[config.mk]
export PLATFORM = sky130hd
export DESIGN_NAME = shx_net
export DESIGN_NICKNAME = d
export VERILOG_FILES = /design/src/rtl/shx_pkg.sv /design/src/rtl/shx_cell.sv /design/src/rtl/shx_stage.sv /design/src/rtl/shx_net.sv
export SDC_FILE = /design/constraint.sdc
export NUM_CORES = 1
export LEC_CHECK = 0
export BUFFER_PORTS_ARGS = -buffer_cell sky130_fd_sc_hd__buf_2
export CAP_MARGIN = 0
export CORE_ASPECT_RATIO = 1.75
export CORE_MARGIN = 2
export CORE_UTILIZATION = 55
export DETAILED_ROUTE_END_ITERATION = 8
export GPL_TIMING_DRIVEN = 0
export PLACE_DENSITY = 0.95
export SETUP_SLACK_MARGIN = 0.4
export SLEW_MARGIN = 20
export SYNTH_ARGS = -nofsm -noshare
export SYNTH_HDL_FRONTEND = slang
export SYNTH_SLANG_ARGS = --single-unit
[constraint.sdc]
create_clock -name clk -period 6.46 [get_ports clk]
set_input_delay 0.646 -clock clk [delete_from_list [all_inputs] [get_ports clk]]
set_output_delay 0.646 -clock clk [all_outputs]
set_load 0.02 [all_outputs]
[src/rtl/shx_pkg.sv]
package shx_pkg;

    typedef enum logic [1:0] {
        SW_STRAIGHT = 2'b00,
        SW_CROSS    = 2'b01,
        SW_UP_BCAST = 2'b10,
        SW_LO_BCAST = 2'b11
    } sw_mode_e;

    // perfect-shuffle destination of lane j in a network of 2**bits lanes
    function automatic int rotl_idx(input int j, input int bits);
        return ((j << 1) | (j >> (bits - 1))) & ((1 << bits) - 1);
    endfunction

endpackage

[src/rtl/shx_cell.sv]
module shx_cell
    import shx_pkg::*;
#(
    parameter int DATA_W = 8,
    parameter int TAG_W  = 3,
    parameter int SEL    = 0
) (
    input  logic                    clk,
    input  logic                    rst,
    input  logic                    auto_mode,
    input  logic [1:0]              cfg_set,
    input  logic [DATA_W+TAG_W:0]   up_in,
    input  logic [DATA_W+TAG_W:0]   lo_in,
    output logic [DATA_W+TAG_W:0]   up_out,
    output logic [DATA_W+TAG_W:0]   lo_out,
    output logic                    conflict
);

    typedef struct packed {
        logic              v;
        logic [TAG_W-1:0]  tag;
        logic [DATA_W-1:0] d;
    } lane_t;

    lane_t    u, l, l_eff, ou, ol, ou_z, ol_z;
    sw_mode_e mode;

    assign u = lane_t'(up_in);
    assign l = lane_t'(lo_in);

    always_comb begin
        conflict = auto_mode && u.v && l.v && (u.tag[SEL] == l.tag[SEL]);
        l_eff    = l;
        if (conflict) l_eff.v = 1'b0;   // upper input keeps the contested output

        if (auto_mode) begin
            if (u.v)        mode = u.tag[SEL] ? SW_CROSS : SW_STRAIGHT;
            else if (l.v)   mode = l.tag[SEL] ? SW_STRAIGHT : SW_CROSS;
            else            mode = SW_STRAIGHT;
        end else begin
            mode = sw_mode_e'(cfg_set);
        end

        unique case (mode)
            SW_STRAIGHT: begin ou = u;     ol = l_eff; end
            SW_CROSS:    begin ou = l_eff; ol = u;     end
            SW_UP_BCAST: begin ou = u;     ol = u;     end
            default:     begin ou = l_eff; ol = l_eff; end
        endcase

        ou_z = ou.v ? ou : '0;
        ol_z = ol.v ? ol : '0;
    end

    assign up_out = ou_z;
    assign lo_out = ol_z;

    // self-routing never creates words
    assert_cell_conserve_R6: assert property (@(posedge clk) disable iff (rst)
        auto_mode |-> ($countones({ou_z.v, ol_z.v}) <= $countones({u.v, l.v})));

    // two non-conflicting valid inputs both leave the element
    assert_cell_pass_both_R6: assert property (@(posedge clk) disable iff (rst)
        (auto_mode && u.v && l.v && !conflict) |-> (ou_z.v && ol_z.v));

    // a conflict leaves exactly one valid output, carrying the upper word
    assert_cell_conflict_drop_R7: assert property (@(posedge clk) disable iff (rst)
        conflict |-> ($countones({ou_z.v, ol_z.v}) == 1 &&
                      (ou_z.v ? ou_z.d : ol_z.d) == u.d));

endmodule

[src/rtl/shx_stage.sv]
module shx_stage
    import shx_pkg::*;
#(
    parameter int N_PORTS = 8,
    parameter int DATA_W  = 8,
    parameter int TAG_W   = 3,
    parameter int STAGE   = 0
) (
    input  logic                                  clk,
    input  logic                                  rst,
    input  logic                                  auto_mode,
    input  logic [N_PORTS-1:0]                    cfg_bits,
    input  logic [N_PORTS*(1+TAG_W+DATA_W)-1:0]   lanes_in,
    output logic [N_PORTS*(1+TAG_W+DATA_W)-1:0]   lanes_out,
    output logic                                  conflict_any
);

    localparam int LW   = 1 + TAG_W + DATA_W;
    localparam int HALF = N_PORTS / 2;

    logic [N_PORTS*LW-1:0] shuf;
    logic [HALF-1:0]       cf;

    for (genvar j = 0; j < N_PORTS; j++) begin : g_shuffle
        assign shuf[rotl_idx(j, TAG_W)*LW +: LW] = lanes_in[j*LW +: LW];
    end

    for (genvar e = 0; e < HALF; e++) begin : g_cell
        shx_cell #(
            .DATA_W (DATA_W),
            .TAG_W  (TAG_W),
            .SEL    (TAG_W - 1 - STAGE)
        ) u_cell (
            .clk       (clk),
            .rst       (rst),
            .auto_mode (auto_mode),
            .cfg_set   (cfg_bits[e*2 +: 2]),
            .up_in     (shuf[(2*e)*LW +: LW]),
            .lo_in     (shuf[(2*e+1)*LW +: LW]),
            .up_out    (lanes_out[(2*e)*LW +: LW]),
            .lo_out    (lanes_out[(2*e+1)*LW +: LW]),
            .conflict  (cf[e])
        );
    end

    assign conflict_any = |cf;

endmodule

[src/rtl/shx_net.sv]
module shx_net
    import shx_pkg::*;
#(
    parameter int N_PORTS = 8,
    parameter int DATA_W  = 8,
    parameter bit OUT_REG = 1'b0,
    localparam int STAGES = $clog2(N_PORTS),
    localparam int CFG_W  = STAGES * N_PORTS
) (
    input  logic                        clk,
    input  logic                        rst,
    input  logic                        cfg_load,
    input  logic [CFG_W-1:0]            cfg_word,
    input  logic                        auto_route,
    input  logic [N_PORTS-1:0]          in_valid,
    input  logic [N_PORTS*DATA_W-1:0]   in_data,
    input  logic [N_PORTS*STAGES-1:0]   in_dest,
    output logic [N_PORTS-1:0]          out_valid,
    output logic [N_PORTS*DATA_W-1:0]   out_data,
    output logic                        blocked
);

    localparam int LW = 1 + STAGES + DATA_W;

    logic [CFG_W-1:0]        cfg_q;
    logic [N_PORTS*LW-1:0]   bus [STAGES+1];
    logic [STAGES-1:0]       stage_cf;
    logic [N_PORTS-1:0]      v_c;
    logic [N_PORTS*DATA_W-1:0] d_c;
    logic                    blk_c;

    always_ff @(posedge clk) begin
        if (rst)           cfg_q <= '0;          // all elements straight
        else if (cfg_load) cfg_q <= cfg_word;
    end

    for (genvar i = 0; i < N_PORTS; i++) begin : g_lane_in
        assign bus[0][i*LW +: LW] = {in_valid[i], in_dest[i*STAGES +: STAGES],
                                     in_data[i*DATA_W +: DATA_W]};
    end

    for (genvar s = 0; s < STAGES; s++) begin : g_stage
        shx_stage #(
            .N_PORTS (N_PORTS),
            .DATA_W  (DATA_W),
            .TAG_W   (STAGES),
            .STAGE   (s)
        ) u_stage (
            .clk          (clk),
            .rst          (rst),
            .auto_mode    (auto_route),
            .cfg_bits     (cfg_q[s*N_PORTS +: N_PORTS]),
            .lanes_in     (bus[s]),
            .lanes_out    (bus[s+1]),
            .conflict_any (stage_cf[s])
        );
    end

    for (genvar i = 0; i < N_PORTS; i++) begin : g_lane_out
        assign v_c[i]                  = bus[STAGES][i*LW + LW - 1];
        assign d_c[i*DATA_W +: DATA_W] = bus[STAGES][i*LW +: DATA_W];
    end

    assign blk_c = |stage_cf;

    if (OUT_REG) begin : g_oreg
        always_ff @(posedge clk) begin
            if (rst) begin
                out_valid <= '0;
                out_data  <= '0;
                blocked   <= 1'b0;
            end else begin
                out_valid <= v_c;
                out_data  <= d_c;
                blocked   <= blk_c;
            end
        end
    end else begin : g_ocomb
        assign out_valid = v_c;
        assign out_data  = d_c;
        assign blocked   = blk_c;
    end

    // settings only move after a load or a reset
    assert_cfg_hold_R2: assert property (@(posedge clk) disable iff (rst)
        (!$past(cfg_load) && !$past(rst)) |-> $stable(cfg_q));

    // the stages report no conflict while settings come from the register
    assert_blocked_auto_only_R8: assert property (@(posedge clk) disable iff (rst)
        !auto_route |-> !blk_c);

    // self-routing delivers no more words than were offered
    assert_auto_conserve_R6: assert property (@(posedge clk) disable iff (rst)
        auto_route |-> ($countones(v_c) <= $countones(in_valid)));

endmodule

### After elaboration in Yosys (flattened, before gate mapping)

Index checks and enable logic that the tools add are counted.

| word-level totals | value |
|---|---|
| memories | 0 |
| logic and storage cells | 230 |
| register bits after elaboration | 24 |
| RAM bits | 0 |
| latch bits | 0 |
| output and inout bits | 73 |
| bits of input ports | 124 |
| memory bits (read-only) | 0 |

| cells by class | value |
|---|---|
| divide/modulo/power cells | 0 |
| eq/ne operators | 36 |
| reduce and logical (&&, ||, !) cells | 73 |
| mux-type cells | 120 |
| multiply operators | 0 |
| shifts and indexed selects | 0 |
| bitwise logic cells | 0 |
| add/subtract/negate cells | 0 |
| $lt $le $gt $ge | 0 |

Operators by type and width:

| operator | number |
|---|---|
| $mux 12 | 48 |
| $mux 1 | 60 |
| $reduce_or 2->1 | 24 |
| $logic_and 1x1->1 | 36 |
| $eq 2x1->1 const B | 12 |
| $eq 2x2->1 const B | 12 |
| $logic_not 2->1 | 12 |
| $mux 2 | 12 |
| $eq 1x1->1 | 12 |
| $reduce_or 12->1 | 1 |

### Logic depth before layout (Yosys ltp)

| logic depth | value |
|---|---|
| word-level depth | 24 |
| gate-level depth with buffers | 12 |
| mapped depth without buffers | 8 |

### By module

Synthesis repeated with hierarchy kept, for this count alone.

| second synthesis, totals | value |
|---|---|
| cells, all modules | 1269 |
| area total of the unflattened synthesis | 9021.2 sq um |

By module, submodules not included:

| module | area an instance (sq um) | sequential area each (sq um) | cells each | times used |
|---|---|---|---|---|
| shx_cell | 676.9 | 0.0 | 99 | 12 |
| shx_net | 875.8 | 480.5 | 78 | 1 |
| shx_stage | 7.5 | 0.0 | 1 | 3 |

### Least setup slack after synthesis

Ideal clock, no wire load.

| timing | value |
|---|---|
| kind | input -> output |
| start | input in_valid[0] |
| end | output out_data[0] |
| arrival | 3.312 ns |
| stages | 10 |
| setup slack | 2.502 ns |
| data required time | 5.814 ns |
| path buffers | 2 |
| cells stage by stage | buf_2 -> or3b_1 -> a31oi_1 -> buf_2 -> mux2i_1 -> nor4_1 -> or3b_2 -> a31oi_4 -> nand2_1 -> o22ai_1 |

| on the way | value |
|---|---|
| word-level cells in the longest chain between the ends | 20 |
| elaborated cells on any way between the ends | 37 |
| classes of those cells | eq/ne: 5; mux: 17; reduce/logical: 15 |

RTL lines:

| what | RTL line | source |
|---|---|---|
| start: declaration | shx_net.sv:15 | `input logic [N_PORTS-1:0] in_valid,` |
| $mux 1 or $logic_and 1x1->1 (tied branches) | shx_cell.sv:37, shx_cell.sv:32 |  |
| $mux 2 or $logic_and 1x1->1 (tied branches) | shx_cell.sv:36, shx_cell.sv:32 |  |
| $eq 2x2->1 (tied with other cells) | shx_cell.sv:44 | `unique case (mode)` |
| $reduce_or 2->1 (no source line) or $mux 1 (tied branches) | n/a |  |
| $mux 12 * | shx_cell.sv:44 |  |
| $mux 12 * | shx_cell.sv:51 | `ou_z = ou.v ? ou : '0;` |
| $mux 1 (2 in a row) | shx_cell.sv:37 | `if (u.v) mode = u.tag[SEL] ? SW_CROSS : SW_STRAIGHT;` |
| $mux 2 | shx_cell.sv:36 | `if (auto_mode) begin` |
| (+2 left out) | n/a |  |
| $mux 12 * | shx_cell.sv:44 |  |
| $mux 12 * | shx_cell.sv:51 |  |
| $mux 1 (2 in a row) | shx_cell.sv:37 |  |
| $mux 2 | shx_cell.sv:36 |  |
| $eq 2x2->1 or $logic_not 2->1 (tied branches) | shx_cell.sv:44 |  |
| $reduce_or 2->1 (no source line) | n/a |  |
| $mux 12 * | shx_cell.sv:44 |  |
| $mux 12 * | shx_cell.sv:51 |  |
| end: declaration | shx_net.sv:19 | `output logic [N_PORTS*DATA_W-1:0] out_data,` |

Mark *: on every way between the ends. The rest lies on a longest branch, timed or not.

### Final worst setup path

| timing | value |
|---|---|
| start | input auto_route |
| end | output out_data[52] |

| on the way | value |
|---|---|
| word-level cells in the longest chain between the ends | 22 |
| elaborated cells on any way between the ends | 85 |
| classes of those cells | eq/ne: 16; mux: 40; reduce/logical: 29 |

RTL lines:

| what | RTL line | source |
|---|---|---|
| start: declaration | shx_net.sv:14 | `input logic auto_route,` |
| branches (longest 20 deep; another with $mux 12) | n/a |  |
| $mux 12 * | shx_cell.sv:44 |  |
| $mux 12 * | shx_cell.sv:51 |  |

Every way passes the cells marked *.

==> impl_metrics.py <==
metrics = {
    "final_layout": {
        "diodes": 0,
        "largest_reg_flops": 24,
        "regMostFlops": "cfg_q",
        "finalInstanceArea_um2": 6960,
        "seq_area_um2": 480,
        "nFillCells": 900,
        "multiInputGateArea_um2": 5020,
        "final_nets": 1104,
        "area_growth_pct": 20.9,
        "drive_above_1_share_pct": 31.2,
        "reg_top3": "cfg_q x24",
    },
    "route": {
        "wl_per_cell_um": 20.9,
        "drtIter0Drc": 672,
        "num_vias": 7402,
        "drt_pass1_iterations": 8,
        "viasPerCell": 6.70,
        "drtAntennaViolNets": 0,
        "remaining_drc_errors": 1,
        "routed_wl_mm": 23.1,
    },
    "setup_path": {
        "path_cells": "buf_2 > buf_4 > buf_2 > a21bo_2 > o22ai_2 > mux2i_1 > xnor2_1 > a211oi_1 > nand2_1 > a31oi_1 > o22ai_1 > buf_2",
        "end_kind": "output port",
        "r2r-end": "cfg_q[14]$_SDFFE_PP0P_",
        "path_common_cell": "buf_2",
        "cpPeakStageDelay_ps": 650,
        "critPathLaunchType": "input port",
        "crit_type": "in2out",
        "critPathArrivalTime_ps": 4240,
        "crit_family": "compound AO/OA/AOI/OAI gates",
        "crit_required_ps": 5810,
        "r2r_cells": 3,
        "crit_fanout": 10,
        "worst-path-buf-inv": 4,
        "worst_path_max_delay_cell": "a31oi_1",
        "r2r_setup_slack_ps": 5580,
        "timing.rr.start": "cfg_q[14]$_SDFFE_PP0P_",
    },
    "synth": {
        "synth_edf_count": 0,
        "synth_top_area_share_pct": 24.2,
        "syn_nets": 905,
        "synth_area_leaders": "mux2i_1 (24%), dfxtp_1 (8.3%), nor2_1 (8.3%), mux2_2 (5.9%), o22ai_1 (3.9%)",
        "synth-seq-cells": 24,
        "synth_cells": 781,
        "ys_seq_area_share_pct": 8.34,
        "synth.avg_cell_area_um2": 7.37,
        "ys_async_sr_fraction_pct": 0,
        "netlist.top_cell.by_area": "mux2i_1",
        "synth.distinct_cells": 91,
        "synthesis.area_um2": 5760,
        "synthFlopType": "dfxtp_1",
        "yosysWarnings": 0,
    },
    "timing": {
        "worstMarginPinSlew_ps": 884,
        "relSlewSlack_pct": 41.1,
        "finalHoldViolations": 0,
        "max_freq_mhz": 205,
        "finalCriticalPeriod_ps": 4890,
        "final_max_slew_viol_count": 0,
        "setup_viol": 0,
        "final.period_utilization_pct": 75.6,
        "grt_setup_unrepaired": "false",
        "fin_tns_setup_ps": 0,
        "finalClockSkew_ps": 0,
    },
    "cts": {
        "hold_buffers": 0,
        "cts_root_buf": "clkbuf_16",
        "cts_tree": "yes",
        "clock-sinks": 24,
        "clkTransAtPathRegs_ps": 60,
        "clk_path_buf_depth": 2,
        "cts_setup_buffers": 0,
        "cts_resized": 0,
        "cts_buffers": 3,
        "htree_num_levels": 1,
        "clock_latency_ps": 260,
    },
    "floorplan": {
        "die_w_um": 81.4,
        "core_um2": 10200,
        "start_util_pct": 56.3,
        "row_count": 49,
        "dieArea_um2": 11300,
        "die_y_um": 139,
        "ioPinCount": 197,
    },
    "grt": {
        "grt_max_degree": 13,
        "antenna_found_initial": 0,
        "grt_pass1_vias": 7197,
        "grt_util_all_layers_pct": 40.4,
        "grt_pass1_wl_mm": 35.7,
        "grt.overflow.total": 0,
    },
    "place": {
        "dpl-instance-area_um2": 6890,
        "port_buffers": 194,
        "place_congestion": 1.08,
        "dpl.hpwl_mm": 18.6,
    },
    "power_and_ir_drop": {
        "clkPwrFrac_pct": 11.6,
        "p_leak_nw": 3.33,
        "pwr-share-seq_pct": 14.5,
        "power_frac_comb_pct": 73.9,
        "power.share.switching_pct": 51.9,
        "p_sw_uw": 597,
        "power.internal_uw": 553,
        "powerDensity_nw_per_um2": 165,
        "max-vdd-ir-drop_v": 0.000194,
    },
    "worst_hold_path": {
        "holdPathStages": 2,
        "hold_end": "cfg_q[21]$_SDFFE_PP0P_",
        "min_from": "cfg_q[21]$_SDFFE_PP0P_",
        "hold_class": "reg2reg",
    },
    "run_status": {
        "violations": "design-rule violations",
        "status": "finished with violations",
    },
    "flow_run": {
        "maxCapViolCount": 0,
    },
}
## worst max-delay path by stage
stage                    to         from  cells after the start  slack, ps
6_report       out_data[52]   auto_route                     12       1570
5_1_grt        out_data[50]   auto_route                     12       1220
4_1_cts        out_data[49]   auto_route                     12       1760
3_5_place_dp   out_data[49]   auto_route                     12       1760
3_3_place_gp   out_data[49]   auto_route                     12       1730
2_1_floorplan   out_data[0]  in_valid[0]                     10       2500
## worst min-delay path, cell delays in order, from the launching register on
cell	delay, ps
dfxtp_1	340
mux2i_1	80
nor2_1	70
## metal layers
| metal | GRT usage [%] | up-vias | wire length [um] |
|---|---|---|---|
| li1 | - | 3354 | - |
| met4 | 36.9 | 0 | 2550 |
| met3 | 6.81 | 187 | 1720 |
| met1 | 41.3 | 3332 | 7760 |
| met5 | 0 | - | 0 |
| met2 | 67.1 | 529 | 11100 |
## synth_stat cells, types with 13 or more instances
library cell and instances:
or2_2 18, clkbuf_1 22, nand2_1 45, o21ai_0 29, mux2i_1 139, o22ai_1 36
buf_2 13, nor3_1 19, nor2_1 127, dfxtp_1 24, nand3_1 22, mux2_2 30
a21oi_1 35
## power groups by stage
stage	clock [mW]	sequential (mW)	combinational [mW]
after floorplan	0	0.166	0.569
after global placement	0	0.169	0.803
after detailed placement	0	0.169	0.815
after CTS	0.136	0.166	0.818
after global routing	0.141	0.167	0.902
final	0.133	0.166	0.850
## cell usage in the layout, fill, tap and decap left out, drive strengths merged, types with 6 or more instances in the layout
cell type	n
nor4	11
o22ai	38
o211ai	7
nand2b	6
dfxtp	24
mux2	31
a31oi	6
a21oi	37
a211oi	10
or2	19
o21ai	34
nor2b	10
clkbuf	25
nand2	45
nor3	20
o21a	7
mux2i	140
xor2	10
nor2	127
or3b	7
and2	11
nand3	22
xnor2	9
inv	7
buf	219
## area by class of cell
cell class | instances | share of cell area (%)
multi-input cells | 702 | 72.1
repair buffers | 194 | 13.9
flip-flops and latches | 24 | 6.90
plain buffers | 47 | 3.25
well taps | 127 | 2.28
clock buffers | 3 | 1.08
inverters | 8 | 0.431
## per-stage QoR
stage	worst slack (ps)	total power, mW	std cells	hold slack, ps	util [%]
after floorplan	2500	0.736	781	480	-
after global placement	1730	0.972	1102	493	67.3
after detailed placement	1760	0.984	1102	510	67.3
after CTS	1760	1.12	1105	527	68.0
after global routing	1220	1.21	1105	544	68.0
final	1570	1.15	1105	524	68.0
## cells by family after synthesis
| group | share of synthesized area [%] |
|---|---|
| simple gates | 27.4 |
| compound gates | 26.4 |
| mux | 30.5 |
| buf+inv | 4.45 |
| flops | 8.34 |
| xor+xnor | 2.89 |
Note: power is estimated with default switching activity, not from simulation.
